### config.mk
export PLATFORM = sky130hd
export DESIGN_NAME = serial_port_regs
export DESIGN_NICKNAME = d
export VERILOG_FILES = /design/src/rtl/serial_regs_pkg.sv /design/src/rtl/byte_queue.sv /design/src/rtl/fill_irq.sv /design/src/rtl/serial_port_regs.sv
export SDC_FILE = /design/constraint.sdc
export NUM_CORES = 1
export LEC_CHECK = 0
export BUFFER_PORTS_ARGS = -buffer_cell sky130_fd_sc_hd__buf_4
export CAP_MARGIN = 10
export CORE_ASPECT_RATIO = 0.7
export CORE_UTILIZATION = 56
export CTS_BUF_LIST = sky130_fd_sc_hd__clkbuf_16
export CTS_CLUSTER_DIAMETER = 200
export DETAILED_ROUTE_END_ITERATION = 12
export PLACE_DENSITY = 0.78
export SETUP_SLACK_MARGIN = 0.02
export SYNTH_ARGS = -nofsm -noshare
export SYNTH_HDL_FRONTEND = slang
export SYNTH_SLANG_ARGS = --single-unit
### constraint.sdc
create_clock -name clk -period 2.95 [get_ports clk]
set_clock_uncertainty 0.05 [all_clocks]
set_input_delay 0.295 -clock clk [delete_from_list [all_inputs] [get_ports clk]]
set_output_delay 0.295 -clock clk [all_outputs]
set_load 0.05 [all_outputs]
### src/rtl/serial_regs_pkg.sv
package serial_regs_pkg;

    // byte offsets of the word registers
    localparam int unsigned OFS_TXD  = 32'h00;
    localparam int unsigned OFS_RXD  = 32'h04;
    localparam int unsigned OFS_CTRL = 32'h08;
    localparam int unsigned OFS_STAT = 32'h0C;
    localparam int unsigned OFS_LVL  = 32'h10;
    localparam int unsigned OFS_BAUD = 32'h14;

    // control word bits
    localparam int CB_TX_EN    = 12;
    localparam int CB_RX_EN    = 13;
    localparam int CB_TX_FLUSH = 22;
    localparam int CB_RX_FLUSH = 23;
    localparam int CB_ERR_CLR  = 24;
    localparam int CB_RX_IE    = 27;
    localparam int CB_TX_IE    = 28;

    // status word bits
    localparam int SB_PAR      = 16;
    localparam int SB_FRM      = 17;
    localparam int SB_WOVF     = 18;
    localparam int SB_RX_EMPTY = 20;
    localparam int SB_TX_FULL  = 21;
    localparam int SB_TX_EMPTY = 22;
    localparam int SB_BUSY     = 25;

    typedef struct packed {
        logic wovf;
        logic frm;
        logic par;
    } err_flags_t;

endpackage

### src/rtl/byte_queue.sv
module byte_queue #(
    parameter int W     = 8,
    parameter int DEPTH = 64,
    localparam int AW   = $clog2(DEPTH),
    localparam int CW   = $clog2(DEPTH + 1)
) (
    input  logic          clk,
    input  logic          rst_n,
    input  logic          flush,
    input  logic          push,
    input  logic [W-1:0]  push_data,
    input  logic          pop,
    output logic [W-1:0]  head,
    output logic [CW-1:0] count,
    output logic          empty,
    output logic          full
);

    typedef struct packed {
        logic [AW-1:0] wr;
        logic [AW-1:0] rd;
        logic [CW-1:0] cnt;
    } qstate_t;

    qstate_t q_q, q_d;
    logic [W-1:0] mem_q [DEPTH];
    logic do_push, do_pop;

    assign empty = (q_q.cnt == '0);
    assign full  = (q_q.cnt == CW'(DEPTH));
    assign count = q_q.cnt;
    assign head  = mem_q[q_q.rd];

    function automatic logic [AW-1:0] step(input logic [AW-1:0] p);
        return (p == AW'(DEPTH - 1)) ? '0 : p + 1'b1;
    endfunction

    always_comb begin
        q_d     = q_q;
        do_push = push && !full && !flush;
        do_pop  = pop && !empty && !flush;
        if (flush) begin
            q_d = '0;
        end else begin
            if (do_push) q_d.wr = step(q_q.wr);
            if (do_pop)  q_d.rd = step(q_q.rd);
            case ({do_push, do_pop})
                2'b10:   q_d.cnt = q_q.cnt + 1'b1;
                2'b01:   q_d.cnt = q_q.cnt - 1'b1;
                default: q_d.cnt = q_q.cnt;
            endcase
        end
    end

    always_ff @(posedge clk or negedge rst_n) begin
        if (!rst_n) q_q <= '0;
        else        q_q <= q_d;
    end

    always_ff @(posedge clk) begin
        if (do_push) mem_q[q_q.wr] <= push_data;
    end

    // occupancy never exceeds the depth
    a_r4_no_overflow: assert property (@(posedge clk) disable iff (!rst_n)
        q_q.cnt <= CW'(DEPTH));

    // a push into a full queue without a pop leaves the count unchanged
    a_r4_full_push_drop: assert property (@(posedge clk) disable iff (!rst_n)
        (push && full && !pop && !flush) |=> (count == $past(count)));

endmodule

### src/rtl/fill_irq.sv
module fill_irq #(
    parameter int CW = 7,
    localparam int EW = (CW > 8) ? CW : 8
) (
    input  logic [CW-1:0] rx_count,
    input  logic [CW-1:0] tx_count,
    input  logic [7:0]    rx_level,
    input  logic [7:0]    tx_level,
    input  logic          rx_armed,
    input  logic          tx_armed,
    output logic          irq
);

    logic rx_hit, tx_hit;

    always_comb begin
        rx_hit = rx_armed && (EW'(rx_count) >= EW'(rx_level));
        tx_hit = tx_armed && (EW'(tx_count) <= EW'(tx_level));
        irq    = rx_hit || tx_hit;
    end

endmodule

### src/rtl/serial_port_regs.sv
module serial_port_regs
    import serial_regs_pkg::*;
#(
    parameter int DEPTH  = 64,
    parameter int BAUD_W = 23,
    parameter int ADDR_W = 5,
    localparam int CW    = $clog2(DEPTH + 1)
) (
    input  logic              clk,
    input  logic              rst_n,
    input  logic              bus_wr,
    input  logic              bus_rd,
    input  logic [ADDR_W-1:0] bus_addr,
    input  logic [31:0]       bus_wdata,
    output logic [31:0]       bus_rdata,
    output logic [7:0]        tx_data,
    output logic              tx_valid,
    input  logic              tx_ready,
    input  logic              tx_busy,
    input  logic [7:0]        rx_data,
    input  logic              rx_valid,
    input  logic              rx_par_err,
    input  logic              rx_frm_err,
    output logic [31:0]       cfg_ctrl,
    output logic [BAUD_W-1:0] cfg_baud,
    output logic              irq
);

    localparam logic [ADDR_W-1:0] A_TXD  = ADDR_W'(OFS_TXD);
    localparam logic [ADDR_W-1:0] A_RXD  = ADDR_W'(OFS_RXD);
    localparam logic [ADDR_W-1:0] A_CTRL = ADDR_W'(OFS_CTRL);
    localparam logic [ADDR_W-1:0] A_STAT = ADDR_W'(OFS_STAT);
    localparam logic [ADDR_W-1:0] A_LVL  = ADDR_W'(OFS_LVL);
    localparam logic [ADDR_W-1:0] A_BAUD = ADDR_W'(OFS_BAUD);

    typedef struct packed {
        logic [31:0]       ctrl;
        logic [15:0]       lvl;
        logic [BAUD_W-1:0] baud;
        err_flags_t        err;
        logic [31:0]       rdata;
    } regs_t;

    regs_t s_q, s_d;

    logic [7:0]    tx_head, rx_head;
    logic [CW-1:0] tx_count, rx_count;
    logic          tx_empty, tx_full, rx_empty, rx_full;
    logic          tx_flush, rx_flush, tx_wr, tx_push, tx_pop;
    logic          rx_take, rx_pop;
    logic [31:0]   status_w;

    assign tx_flush = s_q.ctrl[CB_TX_FLUSH];
    assign rx_flush = s_q.ctrl[CB_RX_FLUSH];
    assign tx_wr    = bus_wr && (bus_addr == A_TXD);
    assign tx_push  = tx_wr && !tx_flush;
    assign tx_valid = !tx_empty && s_q.ctrl[CB_TX_EN] && !tx_flush;
    assign tx_pop   = tx_valid && tx_ready;
    assign tx_data  = tx_head;
    assign rx_take  = rx_valid && s_q.ctrl[CB_RX_EN] && !rx_flush;
    assign rx_pop   = bus_rd && (bus_addr == A_RXD);

    byte_queue #(.W(8), .DEPTH(DEPTH)) u_txq (
        .clk(clk), .rst_n(rst_n), .flush(tx_flush),
        .push(tx_push), .push_data(bus_wdata[7:0]), .pop(tx_pop),
        .head(tx_head), .count(tx_count), .empty(tx_empty), .full(tx_full)
    );

    byte_queue #(.W(8), .DEPTH(DEPTH)) u_rxq (
        .clk(clk), .rst_n(rst_n), .flush(rx_flush),
        .push(rx_take), .push_data(rx_data), .pop(rx_pop),
        .head(rx_head), .count(rx_count), .empty(rx_empty), .full(rx_full)
    );

    fill_irq #(.CW(CW)) u_irq (
        .rx_count(rx_count), .tx_count(tx_count),
        .rx_level(s_q.lvl[7:0]), .tx_level(s_q.lvl[15:8]),
        .rx_armed(s_q.ctrl[CB_RX_EN] && s_q.ctrl[CB_RX_IE]),
        .tx_armed(s_q.ctrl[CB_TX_IE]),
        .irq(irq)
    );

    always_comb begin
        status_w              = '0;
        status_w[SB_PAR]      = s_q.err.par;
        status_w[SB_FRM]      = s_q.err.frm;
        status_w[SB_WOVF]     = s_q.err.wovf;
        status_w[SB_RX_EMPTY] = rx_empty;
        status_w[SB_TX_FULL]  = tx_full;
        status_w[SB_TX_EMPTY] = tx_empty && !tx_busy;
        status_w[SB_BUSY]     = tx_busy;
    end

    always_comb begin
        s_d = s_q;

        if (bus_rd) begin
            if (bus_addr == A_RXD)       s_d.rdata = rx_empty ? 32'h0 : {24'h0, rx_head};
            else if (bus_addr == A_CTRL) s_d.rdata = s_q.ctrl;
            else if (bus_addr == A_STAT) s_d.rdata = status_w;
            else if (bus_addr == A_LVL)  s_d.rdata = {16'h0, s_q.lvl};
            else if (bus_addr == A_BAUD) s_d.rdata = 32'(s_q.baud);
            else                         s_d.rdata = 32'h0;
        end

        if (s_q.ctrl[CB_ERR_CLR]) begin
            s_d.err = '0;
        end else begin
            s_d.err.par  = s_q.err.par  | (rx_take && rx_par_err);
            s_d.err.frm  = s_q.err.frm  | (rx_take && rx_frm_err);
            s_d.err.wovf = s_q.err.wovf | (tx_wr && tx_full);
        end

        if (bus_wr) begin
            if (bus_addr == A_CTRL)      s_d.ctrl = bus_wdata;
            else if (bus_addr == A_LVL)  s_d.lvl  = bus_wdata[15:0];
            else if (bus_addr == A_BAUD) s_d.baud = bus_wdata[BAUD_W-1:0];
        end
    end

    always_ff @(posedge clk or negedge rst_n) begin
        if (!rst_n) s_q <= '0;
        else        s_q <= s_d;
    end

    assign bus_rdata = s_q.rdata;
    assign cfg_ctrl  = s_q.ctrl;
    assign cfg_baud  = s_q.baud;

    // a held clear leaves every error flag low after the edge
    a_r7_clear_wins: assert property (@(posedge clk) disable iff (!rst_n)
        s_q.ctrl[CB_ERR_CLR] |=> (s_q.err == '0));

    // a write into a full transmit FIFO raises the write-error flag
    a_r4_full_write_flags: assert property (@(posedge clk) disable iff (!rst_n)
        (tx_wr && tx_full && !s_q.ctrl[CB_ERR_CLR]) |=> s_q.err.wovf);

    // an accepted transmit byte lowers the FIFO count by one
    a_r3_pop_advances: assert property (@(posedge clk) disable iff (!rst_n)
        (tx_valid && tx_ready && !tx_wr) |=> (tx_count == CW'($past(tx_count) - 1'b1)));

    // a held receive flush leaves the receive FIFO empty
    a_r8_rx_flush_empties: assert property (@(posedge clk) disable iff (!rst_n)
        rx_flush |=> rx_empty);

endmodule

Word-level counts from Yosys, hierarchy flattened
Memory sizes are Yosys's and may differ from the RTL's.
Cells that the tools add are included.
{"block": "word_totals", "ff_bits": 144, "mem_bits_rw": 1024, "input_bits": 54, "output_inout_bits": 97, "word_cells": 111, "memories": 2}
{"block": "classes", "n_addsub": 8, "n_lt_le_gt_ge": 2, "n_eq_ne": 15, "n_mux": 23, "bitwise_logic": 5, "n_reduce_logical": 43}
{"memory": "u_rxq.mem_q", "words": 64, "word_bits": 8, "read_ports": 1, "rd_clocked_by_memory_dff": 0, "write_ports": 1, "line_no": "byte_queue.sv:26", "text": "logic [W-1:0] mem_q [DEPTH];"}
{"memory": "u_txq.mem_q", "words": 64, "word_bits": 8, "read_ports": 1, "rd_clocked_by_memory_dff": 0, "write_ports": 1, "line_no": "byte_queue.sv:26"}
{"cell": "$mux W32", "n": 2}
{"cell": "$mux W6", "n": 8}
{"cell": "$mux W23", "n": 2}
{"cell": "$mux W19", "n": 2}
{"cell": "$pmux W7 S2", "n": 2}
{"cell": "$mux W26", "n": 1}
{"cell": "$add A6 B1 Y6 const B", "n": 4}
{"cell": "$eq A6 B6 Y1 const B", "n": 4}
{"cell": "$logic_and A1 B1 Y1", "n": 23}
{"cell": "$add A7 B1 Y7 const B", "n": 2}
{"cell": "$eq A7 B7 Y1 const B", "n": 2}
{"cell": "$logic_not A7 Y1", "n": 2}
{"cell": "$sub A7 B1 Y7 const B", "n": 2}
{"cell": "$eq A5 B4 Y1 const B", "n": 2}
{"cell": "$eq A5 B5 Y1 const B", "n": 2}
{"cell": "$ge A7 B8 Y1", "n": 1}
{"cell": "$le A7 B8 Y1", "n": 1}
{"cell": "$mux W8", "n": 1}
{"cell": "$reduce_bool A2 Y1", "n": 4}
{"cell": "$logic_not A1 Y1", "n": 7}
{"cell": "$reduce_bool A3 Y1", "n": 2}
{"cell": "$eq A5 B3 Y1 const B", "n": 1}
{"cell": "$logic_not A5 Y1", "n": 1}
{"cell": "$eq A2 B1 Y1 const B", "n": 2}
{"cell": "9 further kinds", "n": 16}

Logic depth before layout (Yosys ltp)
Gate-level depths: netlist of the first run.
{"block": "logic_depth", "word_depth": 10, "depth_mapped": 14, "mapped_depth_nobuf": 12}

By module
Synthesis of the first run repeated with hierarchy kept, for this count alone.
{"block": "hier_totals", "cells_unflattened": 2797, "hier_area_um2": 48323.8}
{"mod": "byte_queue", "instances": 2, "cells_each": 1155, "area_per_inst_um2": 21326.7, "seq_area_each_um2": 15850.2}
{"mod": "serial_port_regs", "instances": 1, "cells_each": 438, "area_per_inst_um2": 5310.1, "seq_area_each_um2": 2652.5}
{"mod": "fill_irq", "instances": 1, "cells_each": 49, "area_per_inst_um2": 360.3, "seq_area_each_um2": 0.0}

Worst setup path after synthesis of the first run
No wires, ideal clock.
{"block": "synth_timing", "path_type": "register to register", "start": "reg u_txq.q_q, in the netlist u_txq.count[1]", "end": "reg u_txq.q_q, in the netlist u_txq.count[6]", "setup_ps": 86, "t_arrival_ps": 3066, "required_ps": 2814, "slack_ps": -252, "path_stages_with_launch": 13, "n_path_buf": 1, "period_less_slack_ps": 3202, "cell_sequence": "dfrtp_1 -> nor4_1 -> and3_1 -> nor2b_1 -> clkbuf_1 -> nor3_1 -> ha_1 -> a21o_1 -> a21oi_1 -> o21ai_0 -> and3_1 -> o21a_1 -> nor3_1"}
{"block": "synth_via", "elab_chain_cells": 10, "elab_cells_between_ends": 18, "classes_between": "add/sub: 2; eq/ne: 3; mux: 2; reduce/logical: 11"}
{"element": "start: declaration", "line_no": "byte_queue.sv:25", "text": "qstate_t q_q, q_d;"}
{"element": "start signal: assignment", "line_no": "byte_queue.sv:57", "text": "else q_q <= q_d;"}
{"element": "$logic_not A7 Y1", "line_no": "byte_queue.sv:29", "text": "assign empty = (q_q.cnt == '0);"}
{"element": "$logic_not A1 Y1", "line_no": "byte_queue.sv:41, serial_port_regs.sv:57"}
{"element": "$logic_and A1 B1 Y1 (2 in a row)", "line_no": "serial_port_regs.sv:57", "text": "assign tx_valid = !tx_empty && s_q.ctrl[CB_TX_EN] && !tx_flush;"}
{"element": "$logic_and A1 B1 Y1", "line_no": "serial_port_regs.sv:58", "text": "assign tx_pop = tx_valid && tx_ready;"}
{"element": "$logic_and A1 B1 Y1 (2 in a row)", "line_no": "byte_queue.sv:41", "text": "do_pop = pop && !empty && !flush;"}
{"element": "$eq A2 B1 Y1 / $eq A2 B2 Y1 (equally long branches)", "line_no": "byte_queue.sv:47", "text": "case ({do_push, do_pop})"}
{"element": "$pmux W7 S2", "line_no": "byte_queue.sv:47"}
{"element": "$mux W19", "line_no": "byte_queue.sv:42", "text": "if (flush) begin"}
Parallel ways exist; a longest one is shown, timed or not.
A chain may end at the register's enable or synchronous reset.

Worst setup path in the final report of the first run
{"block": "layout_timing", "start": "reg u_txq.q_q[7] (netlist name)", "end": "out tx_data[4]"}
{"block": "layout_via", "elab_chain_cells": 1}
{"element": "$mem_v2 Z64 W8"}
{"element": "end: declaration", "line_no": "serial_port_regs.sv:16", "text": "output logic [7:0] tx_data,"}
Every way passes these cells.

==> run_results.csv, run 1 <==
group,metric,value,unit
synth,syn_avg_cell_area,19.5,um^2
timing,whs,0.0641,ns
critical_path,worstPathArrival,3.16,ns
synth,synth_edf_count,1024,
power,power_frac_seq,49.2,%
timing,slew_headroom,14.1,%
synth,ys_top_cells_by_area,"edfxtp_1, mux4_2, dfrtp_1",
run_status,violations,"negative setup slack",
route,ant_nets,0,
synth,synth_nets,2497,
floorplanning,dieArea,85300,um^2
clock_tree,tritoncts,"yes",
synth,yosysTopAreaCell,"edfxtp_1",
critical_path,crit_fanout,14,
critical_path,rrSetupSlack,0.08,ns
place,placed_cells,3700,
synth,ys_seq_area_share,72.9,%
flow_run,cap_violations,0,
grt,grt_max_degree,76,
finish,layout.nets,2815,
timing,hold_viol_final,0,
route,drcViolationCount,0,
timing,post-route-period-util,119,%
critical_path,reg2reg_to,"u_rxq.mem_q[28][7]",
grt,grt_pass1_wl,169000,um
clock_tree,path_clk_slew,0.06,ns
grt,grt_usage,27.2,%
worst_hold_path,worst_hold_startpoint,"bus_addr[1]",
clock_tree,cts_buffers,104,
synth,netlist_area,47100,um^2
grt,first_global_vias,25560,
route,firstDrtPassIters,6,
worst_hold_path,hold_depth,4,
timing,max_freq,285,MHz
finish,layout.cells.non_filler,3938,
place,place_ws,-0.0417,ns
synth,synthArstFlopShare,12.3,%
route,vias,25550,
clock_tree,cts.path.max_buffers,3,
synth,synthCells,2413,
power,p_sw,9.70,mW
worst_hold_path,min_to,"bus_rdata[25]",
worst_hold_path,hp-class,"primary input to flip-flop",
run_status,status,"finished, violations left",
clock_tree,cts-root-buf,"clkbuf_16",
synth,synth-main-ff-cell,"edfxtp_1",
synth,ys.warnings.count,0,
floorplanning,initial_core_util,56.9,%
timing,rsz0062_at_grt,"true",
synth,yosys_register_bits,1168,
critical_path,slowest_delay,0.57,ns
timing,tightest_slew,1.28,ns
synth,yosysUniqueCellTypes,69,
critical_path,critPathRequiredTime,2.61,ns
critical_path,path_class,"flip-flop to primary output",
power,p_leak,18.5,nW
critical_path,r2r_start,"cfg_ctrl[13]",
grt,grt.overflow.total,0,
clock_tree,cts.htree.levels,3,
route,wl_per_cell,29.3,um
route,wl,115000,um
critical_path,critPathLaunchType,"flip-flop",
synth,yosysTopAreaCellShare,65.3,%
finish,final.fill_count,5138,
finish,multi_input_area,11700,um^2
finish,ff_latch_area,34400,um^2
clock_tree,clkLatencyLatePin,0.68,ns
timing,setup_viol,9,
timing,finalMaxSlewViolations,0,
power,power_density,699,nW/um^2
route,vias_per_cell,6.49,
floorplanning,die_h,245,um
place,port_buffers,150,
power,peakVddDrop,531,uV
power,power_frac_clock,34.6,%
floorplanning,io_pins,151,
critical_path,rr_worst_depth,8,
place,dp_hpwl,70700,um
clock_tree,cts_num_sinks,1168,
floorplanning,die_w,349,um
finish,drive_above_1_share,34.3,%
grt,antenna_found_initial,0,
timing,period_minus_slack,3.51,ns
timing,worst_slack,-0.556,ns
route,initialDrtViolationCount,3534,
power,intPower,28.3,mW
critical_path,slowest_stage,"mux4_2",
floorplanning,rows,88,
power,sw_frac_of_total,25.5,%
place,gp_congestion,0.887,
power,pwr-share-comb,16.2,%
finish,areaGrowthSynthToFinish,15.5,%
critical_path,critPathCaptureType,"primary output",
floorplanning,core,82800,um^2
critical_path,crit_chain,"buf_12 -> buf_12 -> mux4_2 -> mux4_2 -> o22ai_4 -> nor2_2 -> buf_6",
## synth_stat cells, drive strengths merged (12+ instances only)
master / number
o22ai: 30
nand3: 24
mux2i: 26
nand2b: 13
dfrtp: 144
a21oi: 35
a222oi: 15
nor3: 15
o21ai: 26
mux2: 76
inv: 32
clkbuf: 57
xnor2: 12
ha: 28
o2bb2ai: 13
mux4: 300
buf: 156
edfxtp: 1024
nand2: 56
nor2: 192
## stage by stage
| stage | utilization (%) | TNS [ns] | area, um^2 | power [mW] |
|---|---|---|---|---|
| 2_1_floorplan | - | -0.0636 | 47100 | 22.7 |
| 3_3_place_gp | 60.9 | 0 | 50400 | 24.5 |
| 3_5_place_dp | 60.9 | -0.0417 | 50400 | 24.6 |
| 4_1_cts | 65.5 | -4.28 | 54200 | 37.9 |
| 5_1_grt | 65.7 | -4.51 | 54400 | 39.1 |
| 6_report | 65.7 | -3.96 | 54400 | 38.0 |
## area by class of cell
type / instances / share of cell area (%)
Timing Repair Buffer: 425 / 6.58
Antenna cell: 2 / 0.00920
Sequential cell: 1168 / 63.2
Inverter: 33 / 0.228
Clock buffer: 107 / 4.92
Tap cell: 1125 / 2.59
Clock inverter: 79 / 1.08
Multi-Input combinational cell: 999 / 21.4
## per-layer routing
layer,up-vias,GRT usage [%],part of all wire (%)
li1,10307,-,-
met1,13283,40.4,40
met2,1740,40.8,46
met3,220,6.92,12
met4,0,6.72,2.4
met5,-,0,0
## what timing repair did
item / CTS / global route
endpoints found under the setup margin: 10 / 30
cloned: 0 / 1
pin swaps: 3 / 6
endpoints found under the hold margin: 124 / 0
gates resized for setup: 25 / 29
setup buffers: 10 / 7
hold buffers: 32 / 0
## worst max path at each step
stage	startpoint	to	slack [ns]	cells after the start
after floorplan	u_txq.count[1]	u_txq.count[6]	-0.06	12
after global placement	bus_addr[1]	u_txq.count[6]	0.02	12
after detailed placement	u_txq.count[2]	u_txq.count[6]	-0.04	11
after CTS	u_txq.q_q[7]	tx_data[7]	-0.54	7
after global routing	u_txq.q_q[7]	tx_data[4]	-0.61	7
final	u_txq.q_q[7]	tx_data[4]	-0.56	7
## cells in the final DEF, fill, tap and decap left out, types with 12 or more instances in the layout
master / count
nand2_1: 55
mux2i_1: 26
o21ai_0: 24
a21oi_1: 34
nand3_1: 23
buf_12: 20
buf_4: 363
ha_1: 26
inv_1: 57
clkinv_1: 21
dfrtp_1: 138
o2bb2ai_1: 12
clkbuf_16: 108
clkinv_2: 15
nor2_1: 184
mux2_2: 76
a222oi_1: 15
dlygate4sd3_1: 32
nand2b_1: 12
edfxtp_1: 1024
o22ai_1: 16
mux4_2: 300
## registers in the layout, indices dropped and copies added, names as in the netlist
| name | count |
|---|---|
| bus_rdata | 32 |
| u_txq.q_q | 12 |
| u_rxq.mem_q | 512 |
| cfg_baud | 23 |
| u_txq.mem_q | 512 |
| u_rxq.count | 7 |
| u_rxq.q_q | 12 |
| u_txq.count | 7 |
| cfg_ctrl | 32 |
| s_q | 19 |
## power by group through the flow
stage | registers [mW] | clock network [mW] | logic, mW
detailed placement | 19.0 | 0 | 5.63
floorplan | 18.8 | 0 | 3.86
global route | 18.7 | 13.9 | 6.46
finish | 18.7 | 13.2 | 6.16
global placement | 19.0 | 0 | 5.50
CTS | 18.7 | 13.3 | 5.93
## worst max-delay path: cells and delay by family (launching register included)
kind / cells / cell delay [ns]
and+or+nand+nor: 1 / 0.10
AOI/OAI and AO/OA: 1 / 0.26
buffers and inverters: 3 / 0.51
muxes: 2 / 1.13
DFF: 1 / 0.47
## cells by family (layout without fill, tap and decap cells)
group | count (synthesis) | count (layout) | synth area share (%)
buffers and inverters | 246 | 644 | 2.87
and+or+nand+nor | 362 | 362 | 3.55
xor gates and xnor gates | 19 | 19 | 0.369
other | 0 | 2 | 0
muxes | 402 | 402 | 16.7
DFF | 1168 | 1168 | 72.9
adders and majority gates | 30 | 30 | 0.828
AOI/OAI and AO/OA | 186 | 186 | 2.77
Power figures use the tool's default switching activity.
==> inputs of run 2 (changes only) <==
--- a/config.mk
+++ b/config.mk
@@ -8,11 +8,12 @@
 export BUFFER_PORTS_ARGS = -buffer_cell sky130_fd_sc_hd__buf_4
 export CAP_MARGIN = 10
 export CORE_ASPECT_RATIO = 0.7
-export CORE_UTILIZATION = 56
-export CTS_BUF_LIST = sky130_fd_sc_hd__clkbuf_16
+export CORE_UTILIZATION = 58
+export CTS_BUF_LIST = sky130_fd_sc_hd__clkbuf_2 sky130_fd_sc_hd__clkbuf_4 sky130_fd_sc_hd__clkbuf_8
 export CTS_CLUSTER_DIAMETER = 200
 export DETAILED_ROUTE_END_ITERATION = 12
-export PLACE_DENSITY = 0.78
+export PLACE_DENSITY = 0.8
+export REMOVE_ABC_BUFFERS = 1
 export SETUP_SLACK_MARGIN = 0.02
 export SYNTH_ARGS = -nofsm -noshare
 export SYNTH_HDL_FRONTEND = slang
==> run 2 against run 1 <==
Effect of this change: the run ends with design-rule violations, negative setup slack left; sequential cell count is the same; combinational power grew 3%; utilization grew 2.5 points; setup slack lost 0.088 ns; global-route usage grew 1.4 points; via count grew 2.1%; cell count grew 2.2%; sequential share of layout area shrank 0.52 points; non-clock buffer count grew 23; final area grew 0.85%; die area shrank 3.4%; hold slack lost 0.028 ns; largest power group unchanged; critical endpoint is now tx_data[2].
==> run_results.csv, run 2 (synthesized netlist as in run 1, its figures left out) <==
group,metric,value,unit
run_status,status,"finished, violations left",
run_status,violations,"design-rule violations, negative setup slack",
floorplanning,io_pins,151,
clock_tree,tritoncts,"yes",
grt,grt_usage,28.6,%
power,power_frac_clock,34.1,%
floorplanning,die_h,240,um
grt,antenna_found_initial,0,
power,pwr-share-comb,16.6,%
worst_hold_path,hp-class,"primary input to flip-flop",
critical_path,rr_worst_depth,5,
route,wl_met1,45700,um
route,initialDrtViolationCount,3386,
floorplanning,dieArea,82400,um^2
floorplanning,die_w,343,um
finish,ff_latch_area,34400,um^2
finish,diodes,0,
finish,layout.cells.non_filler,4025,
route,firstDrtPassIters,12,
place,dp_hpwl,71600,um
clock_tree,cts-root-buf,"clkbuf_8",
route,vias_per_cell,6.48,
finish,final_cell_mix,"edfxtp_1, buf_4, mux4_2",
power,sw_frac_of_total,26.6,%
place,port_buffers,150,
route,wl_per_cell,28.8,um
clock_tree,cts.path.max_buffers,3,
finish,top_regs,"u_rxq.mem_q (512), u_txq.mem_q (512)",
place,post_dp_cell_area,50300,um^2
critical_path,critPathRequiredTime,2.61,ns
timing,worst_slack,-0.644,ns
worst_hold_path,hold_depth,1,
finish,layout.nets,2903,
power,p_leak,18.7,nW
power,p_sw,10.1,mW
route,wl_met3,14400,um
power,power_density,693,nW/um^2
grt,grt_pass1_wl,170000,um
place,gp_congestion,0.904,
clock_tree,cts_num_sinks,1168,
critical_path,critPathLaunchType,"flip-flop",
timing,finalMaxSlewViolations,0,
finish,postLayoutCellArea,54900,um^2
timing,tightest_slew,1.10,ns
critical_path,worstPathArrival,3.25,ns
timing,setup_viol,9,
critical_path,slowest_stage,"mux4_2",
finish,drive_above_1_share,37.9,%
finish,multi_input_area,11700,um^2
finish,final.fill_count,4699,
critical_path,slowest_delay,0.54,ns
flow_run,cap_violations,0,
clock_tree,clkLatencyLatePin,0.84,ns
floorplanning,rows,87,
route,met2_length,53100,um
timing,max_freq,278,MHz
finish,areaGrowthSynthToFinish,16.5,%
critical_path,path_class,"flip-flop to primary output",
timing,hold_viol_final,0,
critical_path,crit_chain,"buf_6 -> buf_16 -> buf_12 -> mux4_2 -> mux4_2 -> o22ai_2 -> nor2_2 -> buf_6",
route,dr.max_layer_used,"met4",
timing,post-route-period-util,122,%
timing,slew_headroom,26.4,%
route,wl,116000,um
timing,period_minus_slack,3.59,ns
critical_path,crit_fanout,7,
grt,grt_max_degree,68,
floorplanning,initial_core_util,58.6,%
timing,rsz0062_at_grt,"true",
clock_tree,cts_buffers,169,
place,placed_cells,3647,
critical_path,rrSetupSlack,0.16,ns
power,peakVddDrop,406,uV
finish,final_common_cell,"edfxtp_1",
power,intPower,27.9,mW
power,power_frac_seq,49.3,%
route,ant_nets,0,
clock_tree,path_clk_slew,0.07,ns
route,drcViolationCount,24,
grt,grt.overflow.total,0,
route,vias,26094,
grt,first_global_vias,26278,
clock_tree,cts.htree.levels,4,
critical_path,critPathCaptureType,"primary output",
floorplanning,core,80400,um^2
==> run 2: cell count changes in the layout (fill, tap and decap cells not counted), moves of 8 or more <==
cell           previous run  this run
clkinv_1                 21        29
clkbuf_16               108         3
buf_6                     7        16
dlygate4sd3_1            32        50
clkbuf_4                  0        53
clkbuf_8                  0       179
buf_4                   363       353
clkinv_2                 15        31
inv_1                    57        30
==> run 2: repair_timing <==
item / in CTS / in global routing
hold buffers: 51 / 0
cloned: 4 / 3
pin swaps: 9 / 11
endpoints found under the hold margin: 671 / 0
endpoints found under the setup margin: 10 / 25
gates resized for setup: 51 / 34
setup buffers: 13 / 2
==> run 2: layout make-up <==
type	count	area share, %
clock buffer	232	5.21
clock inverter	77	0.976
inverter	33	0.226
multi-input combinational	999	21.3
sequential	1168	62.6
tap	1068	2.44
timing repair buffer	448	7.23
==> run 2: worst paths after layout <==
path / start / to
min in group asynchronous: rst_n / cfg_ctrl[2]
max in group asynchronous: rst_n / cfg_ctrl[13]
setup / recovery: u_txq.q_q[7] / tx_data[2]
setup reg to reg: u_rxq.q_q[7] / bus_rdata[1]
hold / removal: bus_wdata[1] / u_txq.mem_q[16][1]
hold reg to reg: bus_rdata[15] / bus_rdata[15]
==> run 2: metrics by stage <==
step	util [%]	power (mW)	setup TNS (ns)	setup WS, ns	hold WS, ns
after global routing	68.2	39.2	-5.88	-0.697	0.0317
after global placement	62.6	24.3	0	0.0514	0.223
after floorplan	-	22.3	-100.22	-3.98	-0.0506
after CTS	68.1	37.9	-6.01	-0.722	0.00188
after detailed placement	62.6	24.5	-0.0208	-0.0208	0.238
final	68.2	38.1	-5.23	-0.644	0.0359
==> run 2: critical path, delay by kind of cell (launching register included) <==
family | cells | cell delay, ns
flops | 1 | 0.48
compound gates | 1 | 0.19
mux | 2 | 1.07
buf+inv | 4 | 0.59
simple gates | 1 | 0.08
==> run 2: layer usage <==
metal	track usage [%]	vias up
met5	0	-
met4	9.02	0
met3	7.85	230
met2	42.2	1878
met1	41.9	13448
li1	-	10538
==> run 2: power groups by stage <==
stage	Clock, mW	Sequential, mW	Combinational, mW
2_1_floorplan	0	19.8	2.50
4_1_cts	13.1	18.7	6.14
6_report	13.0	18.8	6.33
3_5_place_dp	0	19.1	5.47
3_3_place_gp	0	19.0	5.31
5_1_grt	13.8	18.8	6.64
